===== config.mk =====
export PLATFORM = sky130hd
export DESIGN_NAME = irq_vector_ctrl
export DESIGN_NICKNAME = d
export VERILOG_FILES = /design/src/rtl/ivc_pkg.sv /design/src/rtl/ivc_mask_bank.sv /design/src/rtl/ivc_vec_latch.sv /design/src/rtl/ivc_sysctl.sv /design/src/rtl/irq_vector_ctrl.sv
export SDC_FILE = /design/constraint.sdc
export NUM_CORES = 1
export LEC_CHECK = 0
export CORE_ASPECT_RATIO = 0.8
export CORE_MARGIN = 3
export CORE_UTILIZATION = 50
export CTS_BUF_LIST = sky130_fd_sc_hd__clkbuf_4 sky130_fd_sc_hd__clkbuf_8 sky130_fd_sc_hd__clkbuf_16
export CTS_CLUSTER_DIAMETER = 150
export DETAILED_ROUTE_END_ITERATION = 10
export GPL_TIMING_DRIVEN = 0
export PLACE_DENSITY = 0.79
export SYNTH_ARGS = -nofsm -noshare
export SYNTH_HDL_FRONTEND = slang
export SYNTH_SLANG_ARGS = --single-unit
export TNS_END_PERCENT = 50

===== constraint.sdc =====
create_clock -name clk -period 4.8 [get_ports clk]
set_input_delay 0.96 -clock clk [delete_from_list [all_inputs] [get_ports clk]]
set_output_delay 0.96 -clock clk [all_outputs]
set_load 0.05 [all_outputs]

===== src/rtl/ivc_pkg.sv =====
`timescale 1ns/1ps
package ivc_pkg;
  localparam int MAX_SRC = 128;
  localparam int BANK_W  = 32;
  localparam int VEC_W   = 7;

  localparam logic [11:0] OFF_REV  = 12'h000;
  localparam logic [11:0] OFF_CFG  = 12'h010;
  localparam logic [11:0] OFF_STAT = 12'h014;
  localparam logic [11:0] OFF_VEC  = 12'h040;
  localparam logic [11:0] OFF_ACK  = 12'h048;
  // bank n lives at 0x080 + 0x20*n; upper address bits [11:5] select it
  localparam int BANK_TAG0 = 4;

  localparam logic [4:0] SUB_MASK = 5'h04;
  localparam logic [4:0] SUB_EN   = 5'h08;
  localparam logic [4:0] SUB_DIS  = 5'h0C;
  localparam logic [4:0] SUB_PEND = 5'h18;

  typedef enum logic [1:0] {MW_NONE, MW_LOAD, MW_ENABLE, MW_DISABLE} mask_op_e;

  typedef logic [MAX_SRC-1:0] wide_t;

  // lowest set bit at index 1 or above; 0 means none
  function automatic logic [VEC_W-1:0] lowest_from_one(input wide_t v);
    logic [VEC_W-1:0] r;
    r = '0;
    for (int i = MAX_SRC - 1; i >= 1; i--) begin
      if (v[i]) r = VEC_W'(i);
    end
    return r;
  endfunction

  // next mask value for a given write operation
  function automatic logic [BANK_W-1:0] mask_next(input mask_op_e op,
                                                  input logic [BANK_W-1:0] cur,
                                                  input logic [BANK_W-1:0] wd);
    logic [BANK_W-1:0] r;
    case (op)
      MW_LOAD:    r = wd;
      MW_ENABLE:  r = cur & ~wd;
      MW_DISABLE: r = cur | wd;
      default:    r = cur;
    endcase
    return r;
  endfunction
endpackage


===== src/rtl/ivc_mask_bank.sv =====
`timescale 1ns/1ps
module ivc_mask_bank
  import ivc_pkg::*;
#(
  parameter int BANK_ID = 0
) (
  input  logic              clk,
  input  logic              rst_n,
  input  logic              soft_clr,
  input  logic              wr_en,
  input  logic [11:0]       addr,
  input  logic [BANK_W-1:0] wdata,
  input  logic [BANK_W-1:0] src,
  output logic [BANK_W-1:0] mask_q,
  output logic [BANK_W-1:0] pend
);
  localparam logic [6:0] TAG = 7'(BANK_TAG0 + BANK_ID);

  logic     hit;
  mask_op_e op;
  logic     en_wr;
  logic     dis_wr;

  assign hit = wr_en && (addr[11:5] == TAG);

  always_comb begin
    op = MW_NONE;
    if (hit) begin
      case (addr[4:0])
        SUB_MASK: op = MW_LOAD;
        SUB_EN:   op = MW_ENABLE;
        SUB_DIS:  op = MW_DISABLE;
        default:  op = MW_NONE;
      endcase
    end
  end

  assign en_wr  = (op == MW_ENABLE);
  assign dis_wr = (op == MW_DISABLE);

  always_ff @(posedge clk or negedge rst_n) begin
    if (!rst_n)        mask_q <= '1;
    else if (soft_clr) mask_q <= '1;
    else               mask_q <= mask_next(op, mask_q, wdata);
  end

  assign pend = src & ~mask_q;

  AST_EN_ALIAS_CLEARS: assert property (@(posedge clk) disable iff (!rst_n)
    (en_wr && !soft_clr) |=> ((mask_q & $past(wdata)) == '0));
  AST_DIS_ALIAS_SETS: assert property (@(posedge clk) disable iff (!rst_n)
    (dis_wr && !soft_clr) |=> ((mask_q & $past(wdata)) == $past(wdata)));
  AST_ALIAS_ZERO_KEEPS: assert property (@(posedge clk) disable iff (!rst_n)
    ((en_wr || dis_wr) && !soft_clr) |=>
      ((mask_q & ~$past(wdata)) == ($past(mask_q) & ~$past(wdata))));
endmodule


===== src/rtl/ivc_vec_latch.sv =====
`timescale 1ns/1ps
module ivc_vec_latch
  import ivc_pkg::*;
#(
  parameter int NUM_SRC = 96
) (
  input  logic               clk,
  input  logic               rst_n,
  input  logic               soft_clr,
  input  logic               ack_evt,
  input  logic [NUM_SRC-1:0] pend,
  output logic [VEC_W-1:0]   vec_q,
  output logic               latch_evt,
  output logic               irq_o
);
  wide_t            pend_wide;
  logic [VEC_W-1:0] cand;
  logic             busy;
  logic             take_ack;
  logic             cool_q;

  always_comb begin
    pend_wide = '0;
    pend_wide[NUM_SRC-1:0] = pend;
  end

  assign cand      = lowest_from_one(pend_wide);
  assign busy      = (vec_q != '0);
  assign take_ack  = ack_evt && busy;
  assign latch_evt = !busy && !cool_q && (cand != '0) && !soft_clr;

  always_ff @(posedge clk or negedge rst_n) begin
    if (!rst_n) begin
      vec_q  <= '0;
      cool_q <= 1'b0;
    end else if (soft_clr) begin
      vec_q  <= '0;
      cool_q <= 1'b0;
    end else if (take_ack) begin
      vec_q  <= '0;
      cool_q <= 1'b1;
    end else begin
      cool_q <= 1'b0;
      if (latch_evt) vec_q <= cand;
    end
  end

  assign irq_o = busy;

  AST_VEC_FROZEN: assert property (@(posedge clk) disable iff (!rst_n)
    (busy && !ack_evt && !soft_clr) |=> $stable(vec_q));
  AST_ACK_GAP: assert property (@(posedge clk) disable iff (!rst_n)
    take_ack |=> (!irq_o ##1 !irq_o));
  AST_VEC_WAS_PENDING: assert property (@(posedge clk) disable iff (!rst_n)
    $rose(irq_o) |-> ((($past(pend_wide) >> vec_q) & wide_t'(1)) == wide_t'(1)));
  AST_VEC_IS_LOWEST: assert property (@(posedge clk) disable iff (!rst_n)
    $rose(irq_o) |-> (($past(pend_wide) & ((wide_t'(1) << vec_q) - wide_t'(1))
                       & ~wide_t'(1)) == '0));
endmodule


===== src/rtl/ivc_sysctl.sv =====
`timescale 1ns/1ps
module ivc_sysctl #(
  parameter int SRST_CYCLES = 4
) (
  input  logic       clk,
  input  logic       rst_n,
  input  logic       cfg_wr,
  input  logic [1:0] cfg_bits,
  output logic       aidle_q,
  output logic       busy_q,
  output logic       done_q,
  output logic       soft_clr
);
  localparam int CNT_W = $clog2(SRST_CYCLES + 1);

  logic [CNT_W-1:0] cnt_q;
  logic             req;

  assign req      = cfg_wr && cfg_bits[1] && !busy_q;
  assign soft_clr = req || busy_q;

  always_ff @(posedge clk or negedge rst_n) begin
    if (!rst_n) begin
      aidle_q <= 1'b0;
      busy_q  <= 1'b0;
      done_q  <= 1'b1;
      cnt_q   <= '0;
    end else if (req) begin
      aidle_q <= 1'b0;
      busy_q  <= 1'b1;
      done_q  <= 1'b0;
      cnt_q   <= CNT_W'(SRST_CYCLES - 1);
    end else if (busy_q) begin
      if (cnt_q == '0) begin
        busy_q <= 1'b0;
        done_q <= 1'b1;
      end else begin
        cnt_q <= cnt_q - 1'b1;
      end
    end else if (cfg_wr) begin
      aidle_q <= cfg_bits[0];
    end
  end

  AST_SRST_DONE_DROPS: assert property (@(posedge clk) disable iff (!rst_n)
    req |=> (!done_q && busy_q));
  AST_SRST_ENDS_DONE: assert property (@(posedge clk) disable iff (!rst_n)
    $fell(busy_q) |-> done_q);
  AST_SRST_AIDLE_CLEAR: assert property (@(posedge clk) disable iff (!rst_n)
    busy_q |-> !aidle_q);
endmodule


===== src/rtl/irq_vector_ctrl.sv =====
`timescale 1ns/1ps
module irq_vector_ctrl
  import ivc_pkg::*;
#(
  parameter int          NUM_SRC     = 96,
  parameter logic [7:0]  REV_CODE    = 8'h21,
  parameter int          SRST_CYCLES = 4
) (
  input  logic               clk,
  input  logic               rst_n,
  input  logic [NUM_SRC-1:0] src_i,
  input  logic               bus_wr_i,
  input  logic [11:0]        bus_addr_i,
  input  logic [31:0]        bus_wdata_i,
  output logic [31:0]        bus_rdata_o,
  output logic               irq_o
);
  localparam int NUM_BANKS = NUM_SRC / BANK_W;

  logic [BANK_W-1:0]  mask_all [NUM_BANKS];
  logic [NUM_SRC-1:0] pend_all;
  logic               soft_clr;
  logic               ack_evt;
  logic               cfg_wr;
  logic               latch_evt;
  logic               aidle_q;
  logic               srst_busy;
  logic               srst_done;
  logic [VEC_W-1:0]   vec_q;

  assign ack_evt = bus_wr_i && (bus_addr_i == OFF_ACK) && bus_wdata_i[0];
  assign cfg_wr  = bus_wr_i && (bus_addr_i == OFF_CFG);

  for (genvar b = 0; b < NUM_BANKS; b++) begin : g_bank
    ivc_mask_bank #(.BANK_ID(b)) u_bank (
      .clk      (clk),
      .rst_n    (rst_n),
      .soft_clr (soft_clr),
      .wr_en    (bus_wr_i),
      .addr     (bus_addr_i),
      .wdata    (bus_wdata_i),
      .src      (src_i[b*BANK_W +: BANK_W]),
      .mask_q   (mask_all[b]),
      .pend     (pend_all[b*BANK_W +: BANK_W])
    );
  end

  ivc_vec_latch #(.NUM_SRC(NUM_SRC)) u_vec (
    .clk       (clk),
    .rst_n     (rst_n),
    .soft_clr  (soft_clr),
    .ack_evt   (ack_evt),
    .pend      (pend_all),
    .vec_q     (vec_q),
    .latch_evt (latch_evt),
    .irq_o     (irq_o)
  );

  ivc_sysctl #(.SRST_CYCLES(SRST_CYCLES)) u_sys (
    .clk      (clk),
    .rst_n    (rst_n),
    .cfg_wr   (cfg_wr),
    .cfg_bits (bus_wdata_i[1:0]),
    .aidle_q  (aidle_q),
    .busy_q   (srst_busy),
    .done_q   (srst_done),
    .soft_clr (soft_clr)
  );

  always_comb begin
    bus_rdata_o = '0;
    case (bus_addr_i)
      OFF_REV:  bus_rdata_o = {24'h0, REV_CODE};
      OFF_CFG:  bus_rdata_o = {30'h0, srst_busy, aidle_q};
      OFF_STAT: bus_rdata_o = {31'h0, srst_done};
      OFF_VEC:  bus_rdata_o = {{(32-VEC_W){1'b0}}, vec_q};
      default: begin
        for (int b = 0; b < NUM_BANKS; b++) begin
          if (bus_addr_i[11:5] == 7'(BANK_TAG0 + b)) begin
            if (bus_addr_i[4:0] == SUB_MASK) bus_rdata_o = mask_all[b];
            if (bus_addr_i[4:0] == SUB_PEND) bus_rdata_o = pend_all[b*BANK_W +: BANK_W];
          end
        end
      end
    endcase
  end

  AST_ACK_CLEARS_LINE: assert property (@(posedge clk) disable iff (!rst_n)
    (ack_evt && irq_o && !soft_clr) |=> !irq_o);
  AST_NO_LATCH_IN_SRST: assert property (@(posedge clk) disable iff (!rst_n)
    srst_busy |=> !irq_o);
  AST_LATCH_RAISES: assert property (@(posedge clk) disable iff (!rst_n)
    latch_evt |=> irq_o);
endmodule


* Word level (Yosys, flattened, before mapping)
Index checks and enable logic that the tools add are counted.
W data, S select, Z words.
** Word-level totals
- Register bits :: 110
- Bits of input ports :: 143
- Output and inout bits :: 33
- Logic and storage cells :: 208
** Operators by class
- Add/subtract/negate cells :: 1
- Equality and inequality tests :: 22
- Mux-type cells :: 132
- Bitwise operators :: 13
- Reductions and logical operators :: 31
** Operators by type and width (number)
- $mux W7 :: 98
- $mux W32 :: 12
- $pmux W32 S3 :: 3
- $and A32 B32 Y32 :: 6
- $not A32 Y32 :: 4
- $pmux W32 S4 :: 1
- $or A32 B32 Y32 :: 3
- $eq A12 B5 Y1 const B :: 2
- $eq A12 B7 Y1 const B :: 2
- $eq A7 B3 Y1 const B :: 3
- $reduce_bool A7 Y1 :: 2
- $eq A2 B2 Y1 const B :: 6
- $logic_and A1 B1 Y1 :: 12
- $logic_not A12 Y1 :: 1
- $reduce_bool A4 Y1 :: 3
- $mux W1 :: 11
- $eq A5 B4 Y1 const B :: 2
- $mux W3 :: 3
- $eq A2 B1 Y1 const B :: 3
- $mux W2 :: 3
- $pmux W2 S3 :: 1
- $reduce_and A2 Y1 :: 3
- $reduce_bool A2 Y1 :: 3
- $eq A5 B3 Y1 const B :: 1
- 8 further kinds :: 11

* Depth between registers and ports, before layout
- Depth after elaboration :: 103
- Depth in mapped cells :: 10
- Mapped depth without buffers :: 8

* Modules after synthesis
Synthesis repeated with hierarchy kept, for this count alone.
** Second synthesis, totals
- Cell total of the unflattened synthesis :: 1175
- Area, all modules :: 10201.0 um2
** Modules (own cells, without submodules)
- ivc_mask_bank (g_bank[1].u_bank ...) :: instances 2, cells an instance 176, area an instance 1895.6 um2, sequential area each 840.8 um2
- irq_vector_ctrl :: instances 1, cells an instance 340, area an instance 2468.6 um2, sequential area each 0.0 um2
- ivc_mask_bank (g_bank[0].u_bank) :: instances 1, cells an instance 205, area an instance 1980.6 um2, sequential area each 840.8 um2
- ivc_vec_latch :: instances 1, cells an instance 248, area an instance 1624.1 um2, sequential area each 200.2 um2
- ivc_sysctl :: instances 1, cells an instance 30, area an instance 336.6 um2, sequential area each 151.4 um2

* Worst setup path before layout
No wires, ideal clock.
- Path kind :: input-to-output
- From :: input bus_addr_i[5]
- To :: output bus_rdata_o[0]
- Arrival time :: 3.681 ns
- Data required time :: 3.840 ns
- Slack :: 0.159 ns
- Stages on the path :: 9
- Path buffers :: 5
- Cells stage by stage :: clkbuf_1 -> nor2b_1 -> clkbuf_1 -> and3_1 -> buf_1 -> clkbuf_1 -> clkbuf_1 -> a32oi_1 -> o21ai_0
** On the way
- Word-level cells in the longest chain between the ends :: 9
- Elaborated cells between the ends (all ways) :: 15
- Classes of those cells :: 6 x eq/ne; 8 x mux; 1 x reduce/logical
** Ends and longest elaborated chain
- from (decl) :: line irq_vector_ctrl.sv:13 : input logic [11:0] bus_addr_i,
- $eq A7 B3 Y1 :: line irq_vector_ctrl.sv:79 : if (bus_addr_i[11:5] == 7'(BANK_TAG0 + b)) begin
- $mux W32 :: line irq_vector_ctrl.sv:79
- $mux W32 :: line irq_vector_ctrl.sv:80 : if (bus_addr_i[4:0] == SUB_MASK) bus_rdata_o = mask_all[b];
- $mux W32 :: line irq_vector_ctrl.sv:81 : if (bus_addr_i[4:0] == SUB_PEND) bus_rdata_o = pend_all[b*BANK_W +: BANK_W];
- $mux W32 :: line irq_vector_ctrl.sv:79
- $mux W32 :: line irq_vector_ctrl.sv:80
- $mux W32 :: line irq_vector_ctrl.sv:81
- $mux W32 :: line irq_vector_ctrl.sv:79
- $pmux W32 S4 * :: line irq_vector_ctrl.sv:72 : case (bus_addr_i)
- to (decl) :: line irq_vector_ctrl.sv:15 : output logic [31:0] bus_rdata_o,
Every way passes the cells marked *; elsewhere a longest branch is shown, timed or not.

* Worst setup path in the final report
- From :: input bus_addr_i[11]
- To :: output bus_rdata_o[5]
The elaborated chain is that of the path after synthesis.

==> flow_summary.ini <==
[status]
outcome = finished clean

[global_routing]
grt_usage = 0.411
grt_pass1_vias = 10400
grt_max_degree = 58
grt_pass1_wl_um = 61400
antenna_found_initial = 0
grt_overflow = 0

[floorplan]
initial_core_util = 0.522
ios = 176
die_w_um = 155
die_y_um = 125
rows = 42
die_area_um2 = 19300
core_area_um2 = 16900

[synth]
yosys_warnings = 0
synthCells = 1199
synthesis.area_um2 = 8820
syn_nets = 1344
avgSynthCellArea_um2 = 7.36
yosys_most_used_dff = dfstp_2
yosysSeqAreaShare = 0.326
ys_ff_latch = 110
synth_edf_count = 0
async_flop_share = 1.00
ys_types = 79

[timing]
fmax_mhz = 210
fin_tns_setup_ns = 0
timing.slew.headroom = 0.0158
finalSetupViolCount = 0
clock_skew_ns = 0.0130
drv_slew = 0
period_minus_slack_ns = 4.77
setup_slack_ns = 0.0339
rsz0062_at_grt = no
fin_crit_sh = 0.993
finalHoldViolCount = 0
tightestPinTransition_ns = 1.48

[clock_network]
clock-sinks = 110
clkTransAtPathRegs_ns = 0.08
insertion_delay_ns = 0.37
clockBufferDepth = 2
htreeDepth = 3
cts-hold-fix-buffers = 0
cts-root-buf = clkbuf_16
numCtsBuffers = 9
cts_tree = yes

[power]
cellLeakagePower_nw = 4.11
ir_drop_mv = 0.171
power_density_nw_per_um2 = 223

[place]
dp_hpwl_um = 31200
dp_cells = 1589
place_congestion = 1.03
place_area_um2 = 10800
place_ws_ns = -1.14
io_buffers = 169

[hold_path]
hp-class = flip-flop to flip-flop
hp-start = u_sys.cnt_q[0]$_DFFE_PN0P_
holdPathStages = 1

[routing]
dr_total_vias = 11000
firstDrtPassIters = 6
drtAntennaViolNets = 0
post_drt_wl_per_cell_um = 25.5
routed_wl_um = 41100
first_iter_violations = 1816
vias_per_cell = 6.83
drc = 0

[setup_path]
rr_worst_depth = 8
worst-setup-path-type = input port to output port
worstPathMaxFanout = 10
timing.rr.start = g_bank[2].u_bank.mask_q[29]$_DFFE_PN1P_
cp-start-kind = input port
cp.arrival_ns = 3.81
startpoint = bus_addr_i[11]
end_kind = output port
required_ns = 3.84

[layout]
post-route-util = 0.662
instances_no_fill = 1611
final_cell_mix = o21ai_0 (205), nor2_1 (166), a21oi_1 (161)
final_common_cell = o21ai_0
area_growth_pct = 26.9
fin_nets = 1532
antenna_cells = 0
drive_gt1_frac = 0.142
final_area_um2 = 11200

[job]
maxCapViolations = 0
-- power breakdown --
group          internal (mW)  total, mW  switching [mW]
clock                  0.424      0.811           0.387
combinational          0.244      0.579           0.335
sequential              1.04       1.10          0.0650
total                   1.71       2.49           0.787
-- path summary, 6_finish.rpt --
path	slack, ns	endpoint
max	0.03	bus_rdata_o[5]
min	0.49	u_sys.cnt_q[0]$_DFFE_PN0P_
max reg2reg	1.62	u_vec.vec_q[5]$_DFFE_PN0P_
min reg2reg	0.49	u_sys.cnt_q[0]$_DFFE_PN0P_
max in group asynchronous	3.33	g_bank[0].u_bank.mask_q[20]$_DFFE_PN1P_
min in group asynchronous	0.68	u_vec.vec_q[4]$_DFFE_PN0P_
-- critical path: stages --
cell and delay (ns):
clkdlybuf4s50_1 0.45, nor4_4 0.28, buf_4 0.19, nand2_1 0.19, nor3_4 0.25, buf_4 0.20
clkbuf_2 0.38, a22oi_1 0.16, o221ai_1 0.20, clkdlybuf4s15_1 0.54
-- area by class of cell --
class | instances | area, um2
fillers | 1548 | 5720
multi-input cells | 995 | 5630
inverters | 13 | 48.8
clock buffers | 10 | 239
repair buffers | 177 | 1730
plain buffers | 81 | 338
well taps | 220 | 275
flip-flops and latches | 110 | 2870
clock inverters | 5 | 65.1
-- routing by layer --
metal,global-route usage,wire (um)
met3,0.157,6810
met2,0.575,16500
met4,0.156,1780
met1,0.571,16000
met5,0,0
-- cell usage after synthesis, drive strengths merged, types with 3 or more instances --
cell type	n	area (um2)
o21ai	228	1140
nor2	167	627
a21oi	161	806
dfstp	97	2550
clkbuf	73	274
nand2b	66	413
nor2b	56	360
nand2	49	184
o22ai	44	275
mux2i	23	230
nand3	19	95.1
nand4	18	131
nor3	17	90.1
dfrtp	13	325
inv	13	48.8
or2b	11	91.3
a221oi	9	78.8
a22oi	8	60.1
a31oi	8	50.1
buf	8	43.8
nor4	8	71.3
o211ai	8	65.1
and4	6	52.6
a2111oi	5	43.8
or4	5	45.0
a211oi	4	30.0
a21boi	4	30.0
and2	4	25.0
o2111ai	4	35.0
or3	4	25.0
a22o	3	26.3
a31o	3	26.3
o21bai	3	22.5
o32a	3	30.0
or2	3	18.8
-- metrics by stage --
stage               hold WS [ns]  total power, mW
floorplan                  0.449             1.37
global route               0.509             2.58
global placement           0.466             1.65
finish                     0.485             2.49
CTS                        0.486             2.46
detailed placement         0.476             1.66
-- flip-flops by register name, indices dropped and copies added (netlist names) --
name,cells
u_sys.busy_q,1
u_vec.cool_q,1
u_sys.cnt_q,3
g_bank.u_bank.mask_q,96
u_sys.done_q,1
u_vec.vec_q,7
u_sys.aidle_q,1
-- timing repair --
action                     4_1_cts  5_1_grt
setup endpoints to repair       32       30
gates resized for setup         98       43
pin swaps                        2        0
cloned                           0        0
setup buffers                    7        0
-- cell families after synthesis --
kind of cell             count (synthesis)  share of synthesized area
AND/OR/NAND/NOR                        445                      0.265
adder cells (fa/ha/maj)                  2                    0.00284
multiplexers                            23                     0.0261
flip-flops                             110                      0.326
AO/OA/AOI/OAI                          524                      0.338
XOR/XNOR                                 1                   0.000993
buffers and inverters                   94                     0.0415
Power figures use the tool's default switching activity.
